`config.mk`:
```
export PLATFORM = sky130hd
export DESIGN_NAME = ipc_mailbox
export DESIGN_NICKNAME = d
export VERILOG_FILES = /design/src/rtl/mbx_pkg.sv /design/src/rtl/mbx_dir.sv /design/src/rtl/mbx_locks.sv /design/src/rtl/ipc_mailbox.sv
export SDC_FILE = /design/constraint.sdc
export NUM_CORES = 1
export LEC_CHECK = 0
export ABC_AREA = 1
export BUFFER_PORTS_ARGS = -buffer_cell sky130_fd_sc_hd__buf_2
export CAP_MARGIN = 10
export CORE_AREA = 4 4 258 260
export CTS_BUF_LIST = sky130_fd_sc_hd__clkbuf_16
export DETAILED_ROUTE_END_ITERATION = 6
export DIE_AREA = 0 0 262 264
export HOLD_SLACK_MARGIN = 0.05
export SLEW_MARGIN = 15
export SYNTH_ARGS = -nofsm -noshare
export SYNTH_HDL_FRONTEND = slang
export SYNTH_SLANG_ARGS = --single-unit
```
`constraint.sdc`:
```
create_clock -name clk -period 4.65 [get_ports clk]
set_clock_uncertainty 0.2 [all_clocks]
set_input_delay 0.93 -clock clk [delete_from_list [all_inputs] [get_ports clk]]
set_output_delay 0.93 -clock clk [all_outputs]
set_load 0.1 [all_outputs]
```
`src/rtl/mbx_pkg.sv`:
```
package mbx_pkg;
  localparam logic [31:0] A2B_BASE  = 32'h000;
  localparam logic [31:0] B2A_BASE  = 32'h028;
  localparam logic [31:0] LOCK_BASE = 32'h100;
  localparam int          STRIDE    = 8;
  localparam logic [31:0] OFF_EN    = 32'h0;
  localparam logic [31:0] OFF_ST    = 32'h4;
  localparam logic [31:0] OFF_CMD   = 32'h8;
  localparam logic [31:0] OFF_DAT   = 32'hC;
endpackage

```
`src/rtl/mbx_dir.sv`:
```
module mbx_dir #(
  parameter int NCHAN = 4,
  parameter int DW    = 32,
  parameter int AW    = 12,
  parameter logic [31:0] BASE = 32'h0
) (
  input  logic             clk,
  input  logic             rst_n,
  input  logic             snd_wr,
  input  logic [AW-1:0]    snd_addr,
  input  logic [DW-1:0]    snd_wdata,
  input  logic             rcv_wr,
  input  logic [AW-1:0]    rcv_addr,
  input  logic [DW-1:0]    rcv_wdata,
  input  logic [AW-1:0]    rd_addr_a,
  input  logic [AW-1:0]    rd_addr_b,
  output logic [DW-1:0]    rdata_a,
  output logic [DW-1:0]    rdata_b,
  output logic [NCHAN-1:0] irq
);
  import mbx_pkg::*;
  localparam logic [AW-1:0] EN_ADDR = AW'(BASE + OFF_EN);
  localparam logic [AW-1:0] ST_ADDR = AW'(BASE + OFF_ST);

  logic [DW-1:0]    cmd_q [NCHAN];
  logic [DW-1:0]    dat_q [NCHAN];
  logic [NCHAN-1:0] en_q, st_q, set_v, clr_v;

  function automatic logic [AW-1:0] cmd_addr(input int c);
    return AW'(BASE + OFF_CMD + 32'(STRIDE * c));
  endfunction
  function automatic logic [AW-1:0] dat_addr(input int c);
    return AW'(BASE + OFF_DAT + 32'(STRIDE * c));
  endfunction

  always_comb begin
    for (int c = 0; c < NCHAN; c++) set_v[c] = snd_wr && (snd_addr == dat_addr(c));
    clr_v = (rcv_wr && rcv_addr == ST_ADDR) ? rcv_wdata[NCHAN-1:0] : '0;
  end

  always_ff @(posedge clk) begin
    if (!rst_n) begin
      for (int c = 0; c < NCHAN; c++) begin
        cmd_q[c] <= '0;
        dat_q[c] <= '0;
      end
      en_q <= '0;
      st_q <= '0;
    end else begin
      for (int c = 0; c < NCHAN; c++) begin
        if (snd_wr && snd_addr == cmd_addr(c)) cmd_q[c] <= snd_wdata;
        if (set_v[c]) dat_q[c] <= snd_wdata;
      end
      // a doorbell in the same cycle as its clear survives
      st_q <= (st_q & ~clr_v) | set_v;
      if (rcv_wr && rcv_addr == EN_ADDR) en_q <= rcv_wdata[NCHAN-1:0];
    end
  end

  always_comb begin
    rdata_a = '0;
    rdata_b = '0;
    if (rd_addr_a == EN_ADDR) rdata_a = DW'(en_q);
    if (rd_addr_a == ST_ADDR) rdata_a = DW'(st_q);
    if (rd_addr_b == EN_ADDR) rdata_b = DW'(en_q);
    if (rd_addr_b == ST_ADDR) rdata_b = DW'(st_q);
    for (int c = 0; c < NCHAN; c++) begin
      if (rd_addr_a == cmd_addr(c)) rdata_a = cmd_q[c];
      if (rd_addr_a == dat_addr(c)) rdata_a = dat_q[c];
      if (rd_addr_b == cmd_addr(c)) rdata_b = cmd_q[c];
      if (rd_addr_b == dat_addr(c)) rdata_b = dat_q[c];
    end
  end

  assign irq = st_q & en_q;
endmodule

```
`src/rtl/mbx_locks.sv`:
```
module mbx_locks #(
  parameter int NLOCK = 4,
  parameter int AW    = 12
) (
  input  logic          clk,
  input  logic          rst_n,
  input  logic          a_rd,
  input  logic          a_wr,
  input  logic [AW-1:0] a_addr,
  input  logic          b_rd,
  input  logic          b_wr,
  input  logic [AW-1:0] b_addr,
  output logic          a_bit,
  output logic          b_bit
);
  import mbx_pkg::*;
  logic [NLOCK-1:0] held_q, a_hit, b_hit, a_acq, b_acq, rel;

  always_comb begin
    a_bit = 1'b0;
    b_bit = 1'b0;
    for (int i = 0; i < NLOCK; i++) begin
      a_hit[i] = a_addr == AW'(LOCK_BASE + 32'(STRIDE * i));
      b_hit[i] = b_addr == AW'(LOCK_BASE + 32'(STRIDE * i));
      a_acq[i] = a_rd && a_hit[i] && !held_q[i];
      // side A wins a same-cycle race for a free lock
      b_acq[i] = b_rd && b_hit[i] && !held_q[i] && !a_acq[i];
      rel[i]   = (a_wr && a_hit[i]) || (b_wr && b_hit[i]);
      if (a_hit[i]) a_bit = held_q[i];
      if (b_hit[i]) b_bit = held_q[i] || a_acq[i];
    end
  end

  always_ff @(posedge clk) begin
    if (!rst_n) held_q <= '0;
    else begin
      for (int i = 0; i < NLOCK; i++) begin
        if (a_acq[i] || b_acq[i]) held_q[i] <= 1'b1;
        else if (rel[i])          held_q[i] <= 1'b0;
      end
    end
  end
endmodule

```
`src/rtl/ipc_mailbox.sv`:
```
module ipc_mailbox #(
  parameter int NCHAN = 4,
  parameter int NLOCK = 4,
  parameter int DW    = 32,
  parameter int AW    = 12
) (
  input  logic             clk,
  input  logic             rst_n,
  input  logic             a_sel,
  input  logic             a_enable,
  input  logic             a_write,
  input  logic [AW-1:0]    a_addr,
  input  logic [DW-1:0]    a_wdata,
  output logic [DW-1:0]    a_rdata,
  input  logic             b_sel,
  input  logic             b_enable,
  input  logic             b_write,
  input  logic [AW-1:0]    b_addr,
  input  logic [DW-1:0]    b_wdata,
  output logic [DW-1:0]    b_rdata,
  output logic [NCHAN-1:0] irq_to_a,
  output logic [NCHAN-1:0] irq_to_b
);
  import mbx_pkg::*;
  logic a_wr, a_rd, b_wr, b_rd, a_lk, b_lk;
  logic [DW-1:0] ab_ra, ab_rb, ba_ra, ba_rb;

  assign a_wr = a_sel && a_enable &&  a_write;
  assign a_rd = a_sel && a_enable && !a_write;
  assign b_wr = b_sel && b_enable &&  b_write;
  assign b_rd = b_sel && b_enable && !b_write;

  mbx_dir #(.NCHAN(NCHAN), .DW(DW), .AW(AW), .BASE(A2B_BASE)) u_a2b (
    .clk(clk), .rst_n(rst_n),
    .snd_wr(a_wr), .snd_addr(a_addr), .snd_wdata(a_wdata),
    .rcv_wr(b_wr), .rcv_addr(b_addr), .rcv_wdata(b_wdata),
    .rd_addr_a(a_addr), .rd_addr_b(b_addr),
    .rdata_a(ab_ra), .rdata_b(ab_rb), .irq(irq_to_b));

  mbx_dir #(.NCHAN(NCHAN), .DW(DW), .AW(AW), .BASE(B2A_BASE)) u_b2a (
    .clk(clk), .rst_n(rst_n),
    .snd_wr(b_wr), .snd_addr(b_addr), .snd_wdata(b_wdata),
    .rcv_wr(a_wr), .rcv_addr(a_addr), .rcv_wdata(a_wdata),
    .rd_addr_a(a_addr), .rd_addr_b(b_addr),
    .rdata_a(ba_ra), .rdata_b(ba_rb), .irq(irq_to_a));

  mbx_locks #(.NLOCK(NLOCK), .AW(AW)) u_locks (
    .clk(clk), .rst_n(rst_n),
    .a_rd(a_rd), .a_wr(a_wr), .a_addr(a_addr),
    .b_rd(b_rd), .b_wr(b_wr), .b_addr(b_addr),
    .a_bit(a_lk), .b_bit(b_lk));

  assign a_rdata = ab_ra | ba_ra | DW'(a_lk);
  assign b_rdata = ab_rb | ba_rb | DW'(b_lk);
endmodule

```
Yosys cells after proc, flatten, opt, wreduce, memory -nomap -nowiden
Memories as Yosys holds them, arrays and structs flattened.
Cells that the tools add are included.
- equal/unequal tests: 46
- mux-type cells: 123
- bitwise logic cells: 28
- reduce and logical (&&, ||, !) cells: 82
- operators with widths (kind ; count):
    $mux 32 ; 48
    $eq 12x6->1 const B ; 16
    $eq 12x5->1 const B ; 8
    $eq 12x7->1 const B ; 8
    $eq 12x9->1 const B ; 8
    $mux 1 ; 65
    $or 32x1->32 ; 2
    $or 32x32->32 ; 2
    $logic_and 1x1->1 ; 54
    $eq 12x4->1 const B ; 4
    $mux 4 ; 10
    $eq 12x3->1 const B ; 2
    $logic_not 12->1 ; 2
    $and 4x4->4 ; 4
    $or 1x1->1 ; 16
    $logic_or 1x1->1 ; 12
    $logic_not 1->1 ; 10
    $not 4->4 ; 2
    $or 4x4->4 ; 2
    $reduce_bool 2->1 ; 4
- register bits: 20
- bits in writable memories: 512
- output and inout bits: 72
- logic and storage cells: 291
- memories: 4
- memories (name ; words ; bits a word ; rd ports ; clocked after Yosys merged registers in ; wr ports ; RTL line ; RTL):
    u_a2b.cmd_q ; 4 ; 32 ; 4 ; 0 ; 4 ; mbx_dir.sv:25 ; logic [DW-1:0] cmd_q [NCHAN];
    u_a2b.dat_q ; 4 ; 32 ; 4 ; 0 ; 4 ; mbx_dir.sv:26 ; logic [DW-1:0] dat_q [NCHAN];
    u_b2a.cmd_q ; 4 ; 32 ; 4 ; 0 ; 4 ; mbx_dir.sv:25 ;
    u_b2a.dat_q ; 4 ; 32 ; 4 ; 0 ; 4 ; mbx_dir.sv:26 ;

Longest topological paths before layout
Gate-level depths: netlist of run 1.
- word-level depth: 13
- depth in mapped cells: 16

By module
A second synthesis of run 1 with hierarchy kept.
- cell total of the unflattened synthesis: 3949
- area, all modules: 30538.0 sq um
- modules (own cells, without submodules) (module ; times used ; cells an instance ; area each (sq um)):
    mbx_dir at u_b2a ; 1 ; 2077 ; 15479.8
    mbx_dir at u_a2b ; 1 ; 1689 ; 14028.5
    mbx_locks ; 1 ; 107 ; 589.3
    ipc_mailbox ; 1 ; 76 ; 440.4

Worst setup path before layout of run 1
Ideal clock, no wire load.
- path type: input -> register
- start: in b_addr[11]
- end: mem u_b2a.dat_q[3][0], enable pin
- setup time: 0.466 ns
- data arrival time: 4.234 ns
- required time: 3.984 ns
- path slack: -0.250 ns
- cell stages on the path: 8
- cells stage by stage: nor2_1 > nand2_2 > nor2_8 > nand2_2 > nor2_2 > inv_2 > clkbuf_1 > o21ai_0
- RTL lines (element ; RTL line ; RTL):
    start: declaration ; ipc_mailbox.sv:18 ; input logic [AW-1:0] b_addr,
    end: declaration ; mbx_dir.sv:26 ;

Worst setup path in the final report of run 1
- start: in a_addr[8]
- end: out a_rdata[11]
- word-level cells in the longest chain between the ends: 11
- elaborated cells between the ends (all ways): 34
- RTL lines (element ; RTL line ; RTL):
    start: declaration ; ipc_mailbox.sv:12 ; input logic [AW-1:0] a_addr,
    $eq 12x4->1 / $eq 12x6->1 (equally long branches) ; mbx_dir.sv:68 ; if (rd_addr_a == cmd_addr(c)) rdata_a = cmd_q[c];
    $mux 32 ; mbx_dir.sv:68 ;
    $mux 32 ; mbx_dir.sv:69 ; if (rd_addr_a == dat_addr(c)) rdata_a = dat_q[c];
    $mux 32 ; mbx_dir.sv:68 ;
    $mux 32 ; mbx_dir.sv:69 ;
    $mux 32 ; mbx_dir.sv:68 ;
    $mux 32 ; mbx_dir.sv:69 ;
    $mux 32 ; mbx_dir.sv:68 ;
    $mux 32 ; mbx_dir.sv:69 ;
    $or 32x32->32 (*) ; ipc_mailbox.sv:53 ; assign a_rdata = ab_ra | ba_ra | DW'(a_lk);
    $or 32x1->32 (*) ; ipc_mailbox.sv:53 ;
    end: declaration ; ipc_mailbox.sv:14 ; output logic [DW-1:0] a_rdata,
Mark *: on every way between the ends. The rest lies on a longest branch, timed or not.

==> results of run 1 <==
cell usage in the layout, fill, tap and decap left out, types with 30 or more instances in the layout:
cell,n
sky130_fd_sc_hd__nand4_1,93
sky130_fd_sc_hd__nand2_1,760
sky130_fd_sc_hd__clkbuf_16,60
sky130_fd_sc_hd__a21oi_1,146
sky130_fd_sc_hd__o21ai_1,30
sky130_fd_sc_hd__nand3b_1,32
sky130_fd_sc_hd__nor2_1,718
sky130_fd_sc_hd__buf_4,133
sky130_fd_sc_hd__nand3_1,167
sky130_fd_sc_hd__o21ai_0,151
sky130_fd_sc_hd__inv_1,439
sky130_fd_sc_hd__buf_2,105
sky130_fd_sc_hd__o22ai_1,71
sky130_fd_sc_hd__edfxtp_1,512
sky130_fd_sc_hd__buf_12,78
layer usage:
layer | wire [um] | global-route usage [%] | part of all wire, % | up-vias
li1 | - | - | - | 12000
met1 | 39300 | 36.9 | 40 | 12100
met3 | 7340 | 3.73 | 7.4 | 210
met4 | 3380 | 9.42 | 3.4 | 0
met5 | 0 | 0 | 0 | -
met2 | 48800 | 48.1 | 49 | 1014
power by group:
group | leakage (nW) | switching [mW] | internal (mW) | total, mW
clock | 0.934 | 1.99 | 2.43 | 4.43
combinational | 8.55 | 0.352 | 0.0925 | 0.445
sequential | 5.02 | 0.108 | 5.47 | 5.58
worst reg2reg max path: cells and delay by family, from the launching register on:
| kind | cells | cell delay, ns |
|---|---|---|
| buffers and inverters | 1 | 0.14 |
| and+or+nand+nor | 1 | 0.06 |
| AOI/OAI and AO/OA | 2 | 0.31 |
| DFF | 1 | 0.30 |
layout make-up:
cell class	instances	area (um^2)	area share [%]
Clock buffer	60	1500	4.39
Clock inverter	45	280	0.820
Inverter	460	1730	5.05
Multi-Input combinational cell	2345	10700	31.4
Sequential cell	532	15800	46.1
Tap cell	855	1070	3.13
Timing Repair Buffer	316	3090	9.03
per-stage QoR:
step / hold WS [ns] / std cells / setup TNS (ns) / power [mW] / utilization (%)
2_1_floorplan: 0.217 / 3507 / -3.51 / 5.87 / -
3_3_place_gp: 0.240 / 4508 / 0 / 6.11 / 50.5
3_5_place_dp: 0.241 / 4508 / 0 / 6.12 / 50.5
4_1_cts: 0.250 / 4613 / 0 / 10.5 / 53.3
5_1_grt: 0.302 / 4613 / 0 / 10.8 / 53.3
6_report: 0.250 / 4613 / 0 / 10.5 / 53.3
logic make-up after synthesis:
logic type | synth area share, %
AND/OR/NAND/NOR | 27.4
buffers and inverters | 8.71
flip-flops | 54.8
AO/OA/AOI/OAI | 9.11
path summary, 6_finish.rpt:
check | start | end | slack, ns
setup reg to reg | u_locks.held_q[3] | u_locks.held_q[3] | 3.51
hold / removal | u_locks.held_q[2] | u_locks.held_q[2] | 0.25
setup / recovery | a_addr[8] | a_rdata[11] | 0.14
hold reg to reg | u_locks.held_q[2] | u_locks.held_q[2] | 0.25
flip-flops by register name, summed over array words and instances (netlist names):
signal and flops:
u_b2a.cmd_q 128, u_b2a.dat_q 128, u_locks.held_q 4, u_b2a.en_q 4, u_a2b.en_q 4, u_b2a.st_q 4
u_a2b.dat_q 128, u_a2b.cmd_q 128, u_a2b.st_q 4
==> results_tabular.tex, run 1 <==
\begin{tabular}{lr}
\hline
Metric & Value \\
\hline
\multicolumn{2}{l}{\textbf{Status}} \\
\quad Run status & complete, no violations \\
\multicolumn{2}{l}{\textbf{Synth}} \\
\quad Count of flip-flops with a built-in enable after synthesis & 512 \\
\quad Average size of a mapped cell & 8.21 um\^{}2 \\
\quad Area contributors post-synth & sky130\_fd\_sc\_hd\_\_edfxtp\_1 (53\%), sky130\_fd\_sc\_hd\_\_nand2\_1 (9.9\%), sky130\_fd\_sc\_hd\_\_nor2\_1 (9.4\%), sky130\_fd\_sc\_hd\_\_inv\_1 (5.5\%), sky130\_fd\_sc\_hd\_\_nand3\_1 (2.9\%) \\
\quad Mapped Area & 28800 um\^{}2 \\
\quad Synth cell count leaders & sky130\_fd\_sc\_hd\_\_nand2\_1 (761), sky130\_fd\_sc\_hd\_\_nor2\_1 (721), sky130\_fd\_sc\_hd\_\_edfxtp\_1 (512) \\
\quad Seq/Total Area, Yosys & 54.8\% \\
\quad Synthesized instance count & 3507 \\
\quad Seq cells post-synth & 532 \\
\quad Fraction of registers with async set/reset & 0\% \\
\quad Post-synthesis net count & 3603 \\
\quad Unique masters post-synth & 39 \\
\quad Largest area contributor in the synthesized netlist & sky130\_fd\_sc\_hd\_\_edfxtp\_1 \\
\quad Most used DFF post-synth & sky130\_fd\_sc\_hd\_\_edfxtp\_1 \\
\quad Area fraction of the dominant cell type after synthesis & 53.4\% \\
\quad Most frequently used cell type in the post-synthesis netlist & sky130\_fd\_sc\_hd\_\_nand2\_1 \\
\quad Count of synthesis-stage warnings from yosys & 0 \\
\multicolumn{2}{l}{\textbf{GRT}} \\
\quad Via count of the first global-routing pass & 24600 \\
\quad Wire length of the first global-routing pass & 148000 um \\
\quad Final global-route overflow total & 0 \\
\quad Pin count of the biggest net entering global routing & 44 \\
\quad Initial antenna violation count & 0 \\
\quad Overall track demand over capacity in global routing & 28.1\% \\
\multicolumn{2}{l}{\textbf{Clock tree}} \\
\quad Clock latency on the worst-skew pair & 0.63 ns \\
\quad Number of buffers inserted by post-CTS setup repair & 0 \\
\quad Number of CTS-inserted buffers & 60 \\
\quad Number of sinks driven by the clock tree & 532 \\
\quad Root buffer cell & sky130\_fd\_sc\_hd\_\_clkbuf\_16 \\
\quad Bufs on Longest Clock Path & 3 \\
\quad Total number of H-tree levels & 2 \\
\quad Worst-path clk slew & 0.06 ns \\
\quad Post\_cts resized & 0 \\
\quad Hold\_buf cts & 0 \\
\quad TritonCTS clock tree & done \\
\multicolumn{2}{l}{\textbf{STA}} \\
\quad Final critical-path required period & 4.51 ns \\
\quad Total of endpoints with negative setup slack in the final report & 0 \\
\quad Final Cycle Share & 97.0\% \\
\quad Unrepaired setup endpoints after global routing & false \\
\quad Actual slew at the worst max-slew pin & 1.08 ns \\
\quad Max-slew violation count & 0 \\
\quad Number of hold violations in the final report & 0 \\
\quad Headroom to the max-slew limit & 27.9\% \\
\quad Max Clock Freq & 222 MHz \\
\quad Worst path setup slack after routing & 0.141 ns \\
\multicolumn{2}{l}{\textbf{Drt}} \\
\quad Total iterations of the first detailed-routing run & 6 \\
\quad Post-detailed-routing wire length & 98800 um \\
\quad Via count & 25300 \\
\quad Count of routing violations after the opening detailed-route iteration & 2539 \\
\quad Vias per cell & 5.49 \\
\quad Post-detailed-route DRC marker count & 0 \\
\quad Post-route ant nets & 0 \\
\quad Post-detailed-route wirelength per cell & 21.4 um \\
\multicolumn{2}{l}{\textbf{Placement}} \\
\quad Placer's final routability congestion estimate & 1.01 \\
\quad I/O Buffers & 167 \\
\quad Placed standard-cell area & 32400 um\^{}2 \\
\quad Dpl ws & 0.200 ns \\
\quad HPWL after detailed placement & 74300 um \\
\multicolumn{2}{l}{\textbf{Power and ir drop}} \\
\quad Static leakage power & 14.5 nW \\
\quad Maximum vdd ir drop & 0.000306 V \\
\quad Power per cell area & 306 nW/um\^{}2 \\
\multicolumn{2}{l}{\textbf{Floorplanning}} \\
\quad Placeable core area & 64100 um\^{}2 \\
\quad Die span in x & 262 um \\
\quad \# rows & 93 \\
\quad Die footprint & 69200 um\^{}2 \\
\quad Effective utilization at floorplan & 44.9\% \\
\quad Top-Level Pins & 168 \\
\quad Vertical extent of the die & 264 um \\
\multicolumn{2}{l}{\textbf{Setup path}} \\
\quad Kind of launch point of the worst setup path & input pin \\
\quad CP delay by family, top & simple AND/OR/NAND/NOR gates \\
\quad Biggest cell delay along the critical path & 0.45 ns \\
\quad Number of cells on the critical path & 14 \\
\quad Kind of capture point of the worst setup path & primary output \\
\quad Depth of the most critical reg-to-reg path & 4 \\
\quad Crit Path Max Fanout & 15 \\
\quad Buf/Inv on CP & 4 \\
\quad Category of the most critical setup path & in -> out \\
\quad Critical path, cell by cell & buf\_2, nor2\_1, nand2\_2, nor2\_4, nand3\_1, inv\_1, buf\_12, nand2\_1, o211ai\_1, nor2\_1, nand3b\_1, a21oi\_1, nand2\_1, buf\_2 \\
\quad Cell with the biggest individual delay on the critical path & sky130\_fd\_sc\_hd\_\_buf\_2 \\
\quad Required time of the critical path & 3.52 ns \\
\quad WP data arrival & 3.38 ns \\
\multicolumn{2}{l}{\textbf{Layout}} \\
\quad Final cell area excluding filler cells & 34200 um\^{}2 \\
\quad Count of nets after finishing & 3811 \\
\quad Fill cell total of the finished layout & 6038 \\
\quad Layout overhead on the synthesized area & 18.7\% \\
\quad Number of diodes & 0 \\
\quad Fraction of layout cells with a size suffix above 1 & 13.2\% \\
\multicolumn{2}{l}{\textbf{Worst hold path}} \\
\quad Path class of the lowest-slack min-delay path & reg -> reg \\
\quad Number of instances on the worst hold path & 1 \\
\multicolumn{2}{l}{\textbf{Flow run}} \\
\quad Number of maximum-capacitance constraint violations & 0 \\
\hline
\end{tabular}
Note: power is estimated with default switching activity, not from simulation.
==> run 2: changes to the inputs <==
--- a/config.mk
+++ b/config.mk
@@ -8,11 +8,14 @@
 export ABC_AREA = 1
 export BUFFER_PORTS_ARGS = -buffer_cell sky130_fd_sc_hd__buf_2
 export CAP_MARGIN = 10
-export CORE_AREA = 4 4 258 260
+export CELL_PAD_IN_SITES_DETAIL_PLACEMENT = 0
+export CELL_PAD_IN_SITES_GLOBAL_PLACEMENT = 1
+export CORE_AREA = 4 4 267 269
 export CTS_BUF_LIST = sky130_fd_sc_hd__clkbuf_16
 export DETAILED_ROUTE_END_ITERATION = 6
-export DIE_AREA = 0 0 262 264
+export DIE_AREA = 0 0 271 273
 export HOLD_SLACK_MARGIN = 0.05
+export PLACE_DENSITY_LB_ADDON = 0.1
 export SLEW_MARGIN = 15
 export SYNTH_ARGS = -nofsm -noshare
 export SYNTH_HDL_FRONTEND = slang
==> results_tabular.tex, run 2 (synthesized netlist as in run 1, its figures left out) <==
\begin{tabular}{lr}
\hline
Metric & Value \\
\hline
\multicolumn{2}{l}{\textbf{Layout}} \\
\quad Commonest cells after routing, fill and taps aside & sky130\_fd\_sc\_hd\_\_nand2\_1 (760), sky130\_fd\_sc\_hd\_\_nor2\_1 (718), sky130\_fd\_sc\_hd\_\_edfxtp\_1 (512) \\
\quad Number of diodes & 0 \\
\quad Fraction of layout cells with a size suffix above 1 & 13.3\% \\
\quad Most common cell after layout, fill and taps aside & sky130\_fd\_sc\_hd\_\_nand2\_1 \\
\quad Fill cell total of the finished layout & 6553 \\
\quad Count of nets after finishing & 3808 \\
\quad Layout overhead on the synthesized area & 19.6\% \\
\quad Final core utilization & 50.2\% \\
\multicolumn{2}{l}{\textbf{Clock tree}} \\
\quad Bufs on Longest Clock Path & 3 \\
\quad Root buffer cell & sky130\_fd\_sc\_hd\_\_clkbuf\_16 \\
\quad Total number of H-tree levels & 2 \\
\quad TritonCTS clock tree & done \\
\quad Clock latency on the worst-skew pair & 0.63 ns \\
\quad Number of sinks driven by the clock tree & 532 \\
\quad Number of CTS-inserted buffers & 61 \\
\quad Number of buffers inserted by post-CTS setup repair & 0 \\
\quad Worst-path clk slew & 0.06 ns \\
\quad Hold\_buf cts & 0 \\
\multicolumn{2}{l}{\textbf{Floorplanning}} \\
\quad Effective utilization at floorplan & 42.0\% \\
\quad Die footprint & 74000 um\^{}2 \\
\quad Top-Level Pins & 168 \\
\quad Vertical extent of the die & 273 um \\
\quad \# rows & 96 \\
\quad Placeable core area & 68600 um\^{}2 \\
\quad Die span in x & 271 um \\
\multicolumn{2}{l}{\textbf{GRT}} \\
\quad Overall track demand over capacity in global routing & 29.0\% \\
\quad Wire length of the first global-routing pass & 162000 um \\
\quad Via count of the first global-routing pass & 25600 \\
\quad Initial antenna violation count & 1 \\
\quad Final global-route overflow total & 0 \\
\quad Pin count of the biggest net entering global routing & 63 \\
\multicolumn{2}{l}{\textbf{Drt}} \\
\quad Post-detailed-route wirelength per cell & 23.3 um \\
\quad Via count & 25900 \\
\quad Vias per cell & 5.52 \\
\quad Count of routing violations after the opening detailed-route iteration & 2547 \\
\quad Post-route ant nets & 0 \\
\quad Total iterations of the first detailed-routing run & 6 \\
\quad Post-detailed-route DRC marker count & 0 \\
\quad Post-detailed-routing wire length & 109000 um \\
\multicolumn{2}{l}{\textbf{Setup path}} \\
\quad Depth of the most critical reg-to-reg path & 3 \\
\quad Origin of the critical flop-to-flop path & u\_locks.held\_q[3] \\
\quad WP data arrival & 3.42 ns \\
\quad Category of the most critical setup path & in -> out \\
\quad Internal reg-to-reg setup slack & 3.59 ns \\
\quad Reg-to-reg critical path endpoint & u\_locks.held\_q[3] \\
\quad Kind of capture point of the worst setup path & primary output \\
\quad Required time of the critical path & 3.52 ns \\
\quad Kind of launch point of the worst setup path & input pin \\
\quad Crit Path Max Fanout & 8 \\
\multicolumn{2}{l}{\textbf{Placement}} \\
\quad HPWL after detailed placement & 80600 um \\
\quad Dpl ws & 0.126 ns \\
\quad Placer's final routability congestion estimate & 0.963 \\
\quad I/O Buffers & 167 \\
\multicolumn{2}{l}{\textbf{Power and ir drop}} \\
\quad Power per cell area & 316 nW/um\^{}2 \\
\quad Post-route total power & 10.9 mW \\
\quad Static leakage power & 14.6 nW \\
\quad Maximum vdd ir drop & 0.000284 V \\
\multicolumn{2}{l}{\textbf{STA}} \\
\quad Max-slew violation count & 0 \\
\quad Actual slew at the worst max-slew pin & 1.08 ns \\
\quad Headroom to the max-slew limit & 28.1\% \\
\quad Total of endpoints with negative setup slack in the final report & 0 \\
\quad Max Clock Freq & 220 MHz \\
\quad Worst path setup slack after routing & 0.0989 ns \\
\quad Unrepaired setup endpoints after global routing & false \\
\quad Number of hold violations in the final report & 0 \\
\quad Final critical-path required period & 4.55 ns \\
\quad Setup TNS & 0 ns \\
\quad Final Cycle Share & 97.9\% \\
\multicolumn{2}{l}{\textbf{Status}} \\
\quad Run status & complete, no violations \\
\multicolumn{2}{l}{\textbf{Worst hold path}} \\
\quad Path class of the lowest-slack min-delay path & reg -> reg \\
\quad Number of instances on the worst hold path & 1 \\
\quad WHS Endpoint & u\_locks.held\_q[2] \\
\quad Startpoint of the worst hold path & u\_locks.held\_q[2] \\
\multicolumn{2}{l}{\textbf{Flow run}} \\
\quad Number of maximum-capacitance constraint violations & 0 \\
\hline
\end{tabular}
==> run 2: changes by cell type in the layout (fill, tap and decap cells not counted), moves of 2 or more <==
cell | before | now
sky130_fd_sc_hd__buf_4 | 133 | 131
sky130_fd_sc_hd__clkinv_1 | 26 | 29
sky130_fd_sc_hd__clkbuf_16 | 60 | 62
sky130_fd_sc_hd__bufinv_16 | 2 | 7
sky130_fd_sc_hd__buf_12 | 78 | 76
sky130_fd_sc_hd__inv_1 | 439 | 436
==> run 2: stage by stage <==
step | hold slack (ns) | instances | cell area, um^2
3_5_place_dp | 0.237 | 4580 | 32400
2_1_floorplan | 0.217 | 3507 | 28800
5_1_grt | 0.272 | 4694 | 34400
3_3_place_gp | 0.233 | 4580 | 32400
4_1_cts | 0.246 | 4694 | 34400
6_report | 0.249 | 4694 | 34400
==> run 2: worst max-delay path by stage <==
| stage | endpoint | startpoint | slack, ns | cells after the start |
|---|---|---|---|---|
| finish | a_rdata[1] | a_addr[2] | 0.1 | 13 |
| global route | a_rdata[24] | a_addr[8] | 0.004 | 13 |
| CTS | a_rdata[24] | a_addr[8] | 0.07 | 15 |
| detailed placement | a_rdata[24] | a_addr[8] | 0.13 | 15 |
| global placement | a_rdata[28] | a_addr[8] | 0.18 | 13 |
| floorplan | u_b2a.cmd_q[1][0] | b_addr[1] | -0.04 | 6 |
==> run 2: cell type report <==
cell class | instances | area (um^2) | share of cell area [%]
Clock buffer | 62 | 1550 | 4.51
Tap cell | 931 | 1160 | 3.38
Sequential cell | 532 | 15800 | 45.8
Multi-Input combinational cell | 2345 | 10800 | 31.2
Inverter | 460 | 1730 | 5.03
Timing Repair Buffer | 312 | 3030 | 8.81
Clock inverter | 52 | 425 | 1.24
==> run 2: timing repair <==
| action | in CTS | in global routing |
|---|---|---|
| resized for setup | 0 | 3 |
| endpoints found under the hold margin | 0 | 0 |
| setup endpoints to repair | 0 | 7 |
==> run 2: report_power, final <==
part | switching (mW) | internal, mW | total [mW]
clock network | 2.04 | 2.79 | 4.83
registers | 0.112 | 5.47 | 5.58
logic | 0.364 | 0.0912 | 0.455
==> run 2: metal layers <==
layer / global-route usage [%] / routed length (um)
met1: 36.7 / 43800
met2: 51.3 / 54600
met3: 3.86 / 6730
met4: 10.1 / 4150
met5: 0 / 0
==> run 2: critical path, stage by stage <==
cell and delay (ns):
sky130_fd_sc_hd__buf_2 0.13, sky130_fd_sc_hd__inv_2 0.12, sky130_fd_sc_hd__nand2_1 0.07, sky130_fd_sc_hd__nor2_1 0.24
sky130_fd_sc_hd__nand2_1 0.26, sky130_fd_sc_hd__nor2_2 0.28, sky130_fd_sc_hd__inv_1 0.30, sky130_fd_sc_hd__or2_2 0.36
sky130_fd_sc_hd__nand2_1 0.07, sky130_fd_sc_hd__nand4_1 0.16, sky130_fd_sc_hd__nand2_1 0.11, sky130_fd_sc_hd__nand3_1 0.16
sky130_fd_sc_hd__buf_12 0.22
==> run 3: changes to the inputs <==
--- a/config.mk
+++ b/config.mk
@@ -10,10 +10,10 @@
 export CAP_MARGIN = 10
 export CELL_PAD_IN_SITES_DETAIL_PLACEMENT = 0
 export CELL_PAD_IN_SITES_GLOBAL_PLACEMENT = 1
-export CORE_AREA = 4 4 267 269
+export CORE_AREA = 4 4 258 260
 export CTS_BUF_LIST = sky130_fd_sc_hd__clkbuf_16
 export DETAILED_ROUTE_END_ITERATION = 6
-export DIE_AREA = 0 0 271 273
+export DIE_AREA = 0 0 262 264
 export HOLD_SLACK_MARGIN = 0.05
 export PLACE_DENSITY_LB_ADDON = 0.1
 export SLEW_MARGIN = 15
==> constraint.sdc (replaced) <==
create_clock -name clk -period 5.5 [get_ports clk]
set_clock_uncertainty 0.2 [all_clocks]
set_input_delay 1.1 -clock clk [delete_from_list [all_inputs] [get_ports clk]]
set_output_delay 1.1 -clock clk [all_outputs]
set_load 0.1 [all_outputs]
==> results_tabular.tex, run 3 (synthesized netlist as in run 1, its figures left out) <==
\begin{tabular}{lr}
\hline
Metric & Value \\
\hline
\multicolumn{2}{l}{\textbf{Layout}} \\
\quad Fraction of layout cells with a size suffix above 1 & 12.5\% \\
\quad Most common cell after layout, fill and taps aside & sky130\_fd\_sc\_hd\_\_nand2\_1 \\
\quad Number of diodes & 0 \\
\quad Final core utilization & 52.4\% \\
\quad Layout overhead on the synthesized area & 16.6\% \\
\quad Post-route insts no fill & 4580 \\
\quad Final cell area excluding filler cells & 33600 um\^{}2 \\
\quad Count of nets after finishing & 3771 \\
\quad Commonest cells after routing, fill and taps aside & sky130\_fd\_sc\_hd\_\_nand2\_1 (760), sky130\_fd\_sc\_hd\_\_nor2\_1 (718), sky130\_fd\_sc\_hd\_\_edfxtp\_1 (512) \\
\quad Fill cell total of the finished layout & 6056 \\
\multicolumn{2}{l}{\textbf{Power and ir drop}} \\
\quad Post-route total power & 9.25 mW \\
\quad Combinational power share & 4.2\% \\
\quad Maximum vdd ir drop & 0.000261 V \\
\quad Power per cell area & 275 nW/um\^{}2 \\
\quad Sequential share of power & 51.0\% \\
\quad Switching power as a share of total power & 23.1\% \\
\quad Clock network power share & 44.8\% \\
\quad Net Switching & 2.13 mW \\
\quad Pint & 7.12 mW \\
\quad Static leakage power & 14.3 nW \\
\multicolumn{2}{l}{\textbf{Clock tree}} \\
\quad Total number of H-tree levels & 2 \\
\quad Worst-path clk slew & 0.06 ns \\
\quad Number of sinks driven by the clock tree & 532 \\
\quad Clock latency on the worst-skew pair & 0.64 ns \\
\quad Hold\_buf cts & 0 \\
\quad Post\_cts resized & 0 \\
\quad TritonCTS clock tree & done \\
\quad Bufs on Longest Clock Path & 3 \\
\quad Number of buffers inserted by post-CTS setup repair & 0 \\
\quad Number of CTS-inserted buffers & 59 \\
\quad Root buffer cell & sky130\_fd\_sc\_hd\_\_clkbuf\_16 \\
\multicolumn{2}{l}{\textbf{GRT}} \\
\quad Overall track demand over capacity in global routing & 31.6\% \\
\quad Initial antenna violation count & 2 \\
\quad Via count of the first global-routing pass & 25000 \\
\quad Final global-route overflow total & 0 \\
\quad Pin count of the biggest net entering global routing & 63 \\
\quad Wire length of the first global-routing pass & 162000 um \\
\multicolumn{2}{l}{\textbf{Worst hold path}} \\
\quad Number of instances on the worst hold path & 1 \\
\quad WHS Endpoint & u\_locks.held\_q[2] \\
\quad Startpoint of the worst hold path & u\_locks.held\_q[2] \\
\quad Path class of the lowest-slack min-delay path & reg -> reg \\
\multicolumn{2}{l}{\textbf{Floorplanning}} \\
\quad Die span in x & 262 um \\
\quad Top-Level Pins & 168 \\
\quad Die footprint & 69200 um\^{}2 \\
\quad Effective utilization at floorplan & 44.9\% \\
\quad Vertical extent of the die & 264 um \\
\quad Placeable core area & 64100 um\^{}2 \\
\quad \# rows & 93 \\
\multicolumn{2}{l}{\textbf{Setup path}} \\
\quad Kind of capture point of the worst setup path & primary output \\
\quad Reg-to-reg critical path endpoint & u\_locks.held\_q[3] \\
\quad WP data arrival & 4.07 ns \\
\quad Depth of the most critical reg-to-reg path & 4 \\
\quad Origin of the critical flop-to-flop path & u\_locks.held\_q[3] \\
\quad Internal reg-to-reg setup slack & 4.30 ns \\
\quad Required time of the critical path & 4.20 ns \\
\quad Crit Path Max Fanout & 9 \\
\quad Category of the most critical setup path & in -> out \\
\quad Kind of launch point of the worst setup path & input pin \\
\multicolumn{2}{l}{\textbf{STA}} \\
\quad Worst path setup slack after routing & 0.134 ns \\
\quad Number of hold violations in the final report & 0 \\
\quad Final critical-path required period & 5.37 ns \\
\quad Final Cycle Share & 97.6\% \\
\quad Headroom to the max-slew limit & 23.1\% \\
\quad Worst Hold Margin & 0.240 ns \\
\quad Actual slew at the worst max-slew pin & 1.15 ns \\
\quad Unrepaired setup endpoints after global routing & false \\
\quad Setup TNS & 0 ns \\
\quad Max Clock Freq & 186 MHz \\
\quad Total of endpoints with negative setup slack in the final report & 0 \\
\quad Max-slew violation count & 0 \\
\multicolumn{2}{l}{\textbf{Flow run}} \\
\quad Number of maximum-capacitance constraint violations & 0 \\
\multicolumn{2}{l}{\textbf{Status}} \\
\quad Run status & complete, no violations \\
\multicolumn{2}{l}{\textbf{Drt}} \\
\quad Post-detailed-route wirelength per cell & 24.4 um \\
\quad Total iterations of the first detailed-routing run & 6 \\
\quad Via count & 26000 \\
\quad Count of routing violations after the opening detailed-route iteration & 2653 \\
\quad Post-route ant nets & 0 \\
\quad Vias per cell & 5.68 \\
\quad Post-detailed-routing wire length & 112000 um \\
\quad Post-detailed-route DRC marker count & 0 \\
\multicolumn{2}{l}{\textbf{Placement}} \\
\quad I/O Buffers & 167 \\
\quad Placed standard-cell area & 31600 um\^{}2 \\
\quad Dpl ws & 0.187 ns \\
\quad Placer's final routability congestion estimate & 0.981 \\
\quad HPWL after detailed placement & 80100 um \\
\quad Placed Cells incl. Taps & 4469 \\
\hline
\end{tabular}
[run 3: metal layers]
layer  track usage, %  vias to the layer above  share of wire (%)
met5                0                        -                  0
met4             9.96                        0                3.5
met3             3.70                      206                8.1
met2             54.7                     1268                 49
met1             41.5                    12700                 39
li1                 -                    11900                  -
[run 3: power by group through the flow]
| stage | logic [mW] | registers (mW) | clock network, mW |
|---|---|---|---|
| floorplan | 0.185 | 4.78 | 0 |
| global placement | 0.378 | 4.79 | 0 |
| detailed placement | 0.384 | 4.80 | 0 |
| CTS | 0.386 | 4.71 | 4.18 |
| global route | 0.414 | 4.73 | 4.34 |
| finish | 0.385 | 4.72 | 4.15 |
[run 3: layout make-up]
class | instances | area (um^2) | share of cell area, %
Clock buffer | 59 | 1480 | 4.40
Clock inverter | 52 | 518 | 1.54
Inverter | 460 | 1730 | 5.14
Multi-Input combinational cell | 2345 | 10700 | 32.0
Sequential cell | 532 | 15800 | 47.0
Tap cell | 855 | 1070 | 3.19
Timing Repair Buffer | 277 | 2270 | 6.76
[run 3: worst max-delay path, cell delays in order]
cell	delay, ns
sky130_fd_sc_hd__buf_2	0.11
sky130_fd_sc_hd__nor2_2	0.18
sky130_fd_sc_hd__nand2_1	0.36
sky130_fd_sc_hd__nor2_2	0.35
sky130_fd_sc_hd__buf_4	0.24
sky130_fd_sc_hd__inv_2	0.04
sky130_fd_sc_hd__nor2_2	0.53
sky130_fd_sc_hd__nand2_1	0.10
sky130_fd_sc_hd__nand3_1	0.11
sky130_fd_sc_hd__o21ai_1	0.07
sky130_fd_sc_hd__nand2_1	0.12
sky130_fd_sc_hd__nand2_1	0.07
sky130_fd_sc_hd__nand2_1	0.07
sky130_fd_sc_hd__nand2_1	0.08
sky130_fd_sc_hd__nand3b_1	0.29
sky130_fd_sc_hd__buf_12	0.22
[run 3: how the worst max path moves through the flow]
| stage | start | to | cells after the start |
|---|---|---|---|
| 2_1_floorplan | b_addr[11] | u_b2a.dat_q[3][0] | 8 |
| 3_3_place_gp | b_addr[1] | b_rdata[23] | 16 |
| 3_5_place_dp | b_addr[1] | b_rdata[23] | 16 |
| 4_1_cts | b_addr[1] | b_rdata[23] | 16 |
| 5_1_grt | b_addr[1] | b_rdata[23] | 16 |
| 6_report | b_addr[1] | b_rdata[23] | 16 |
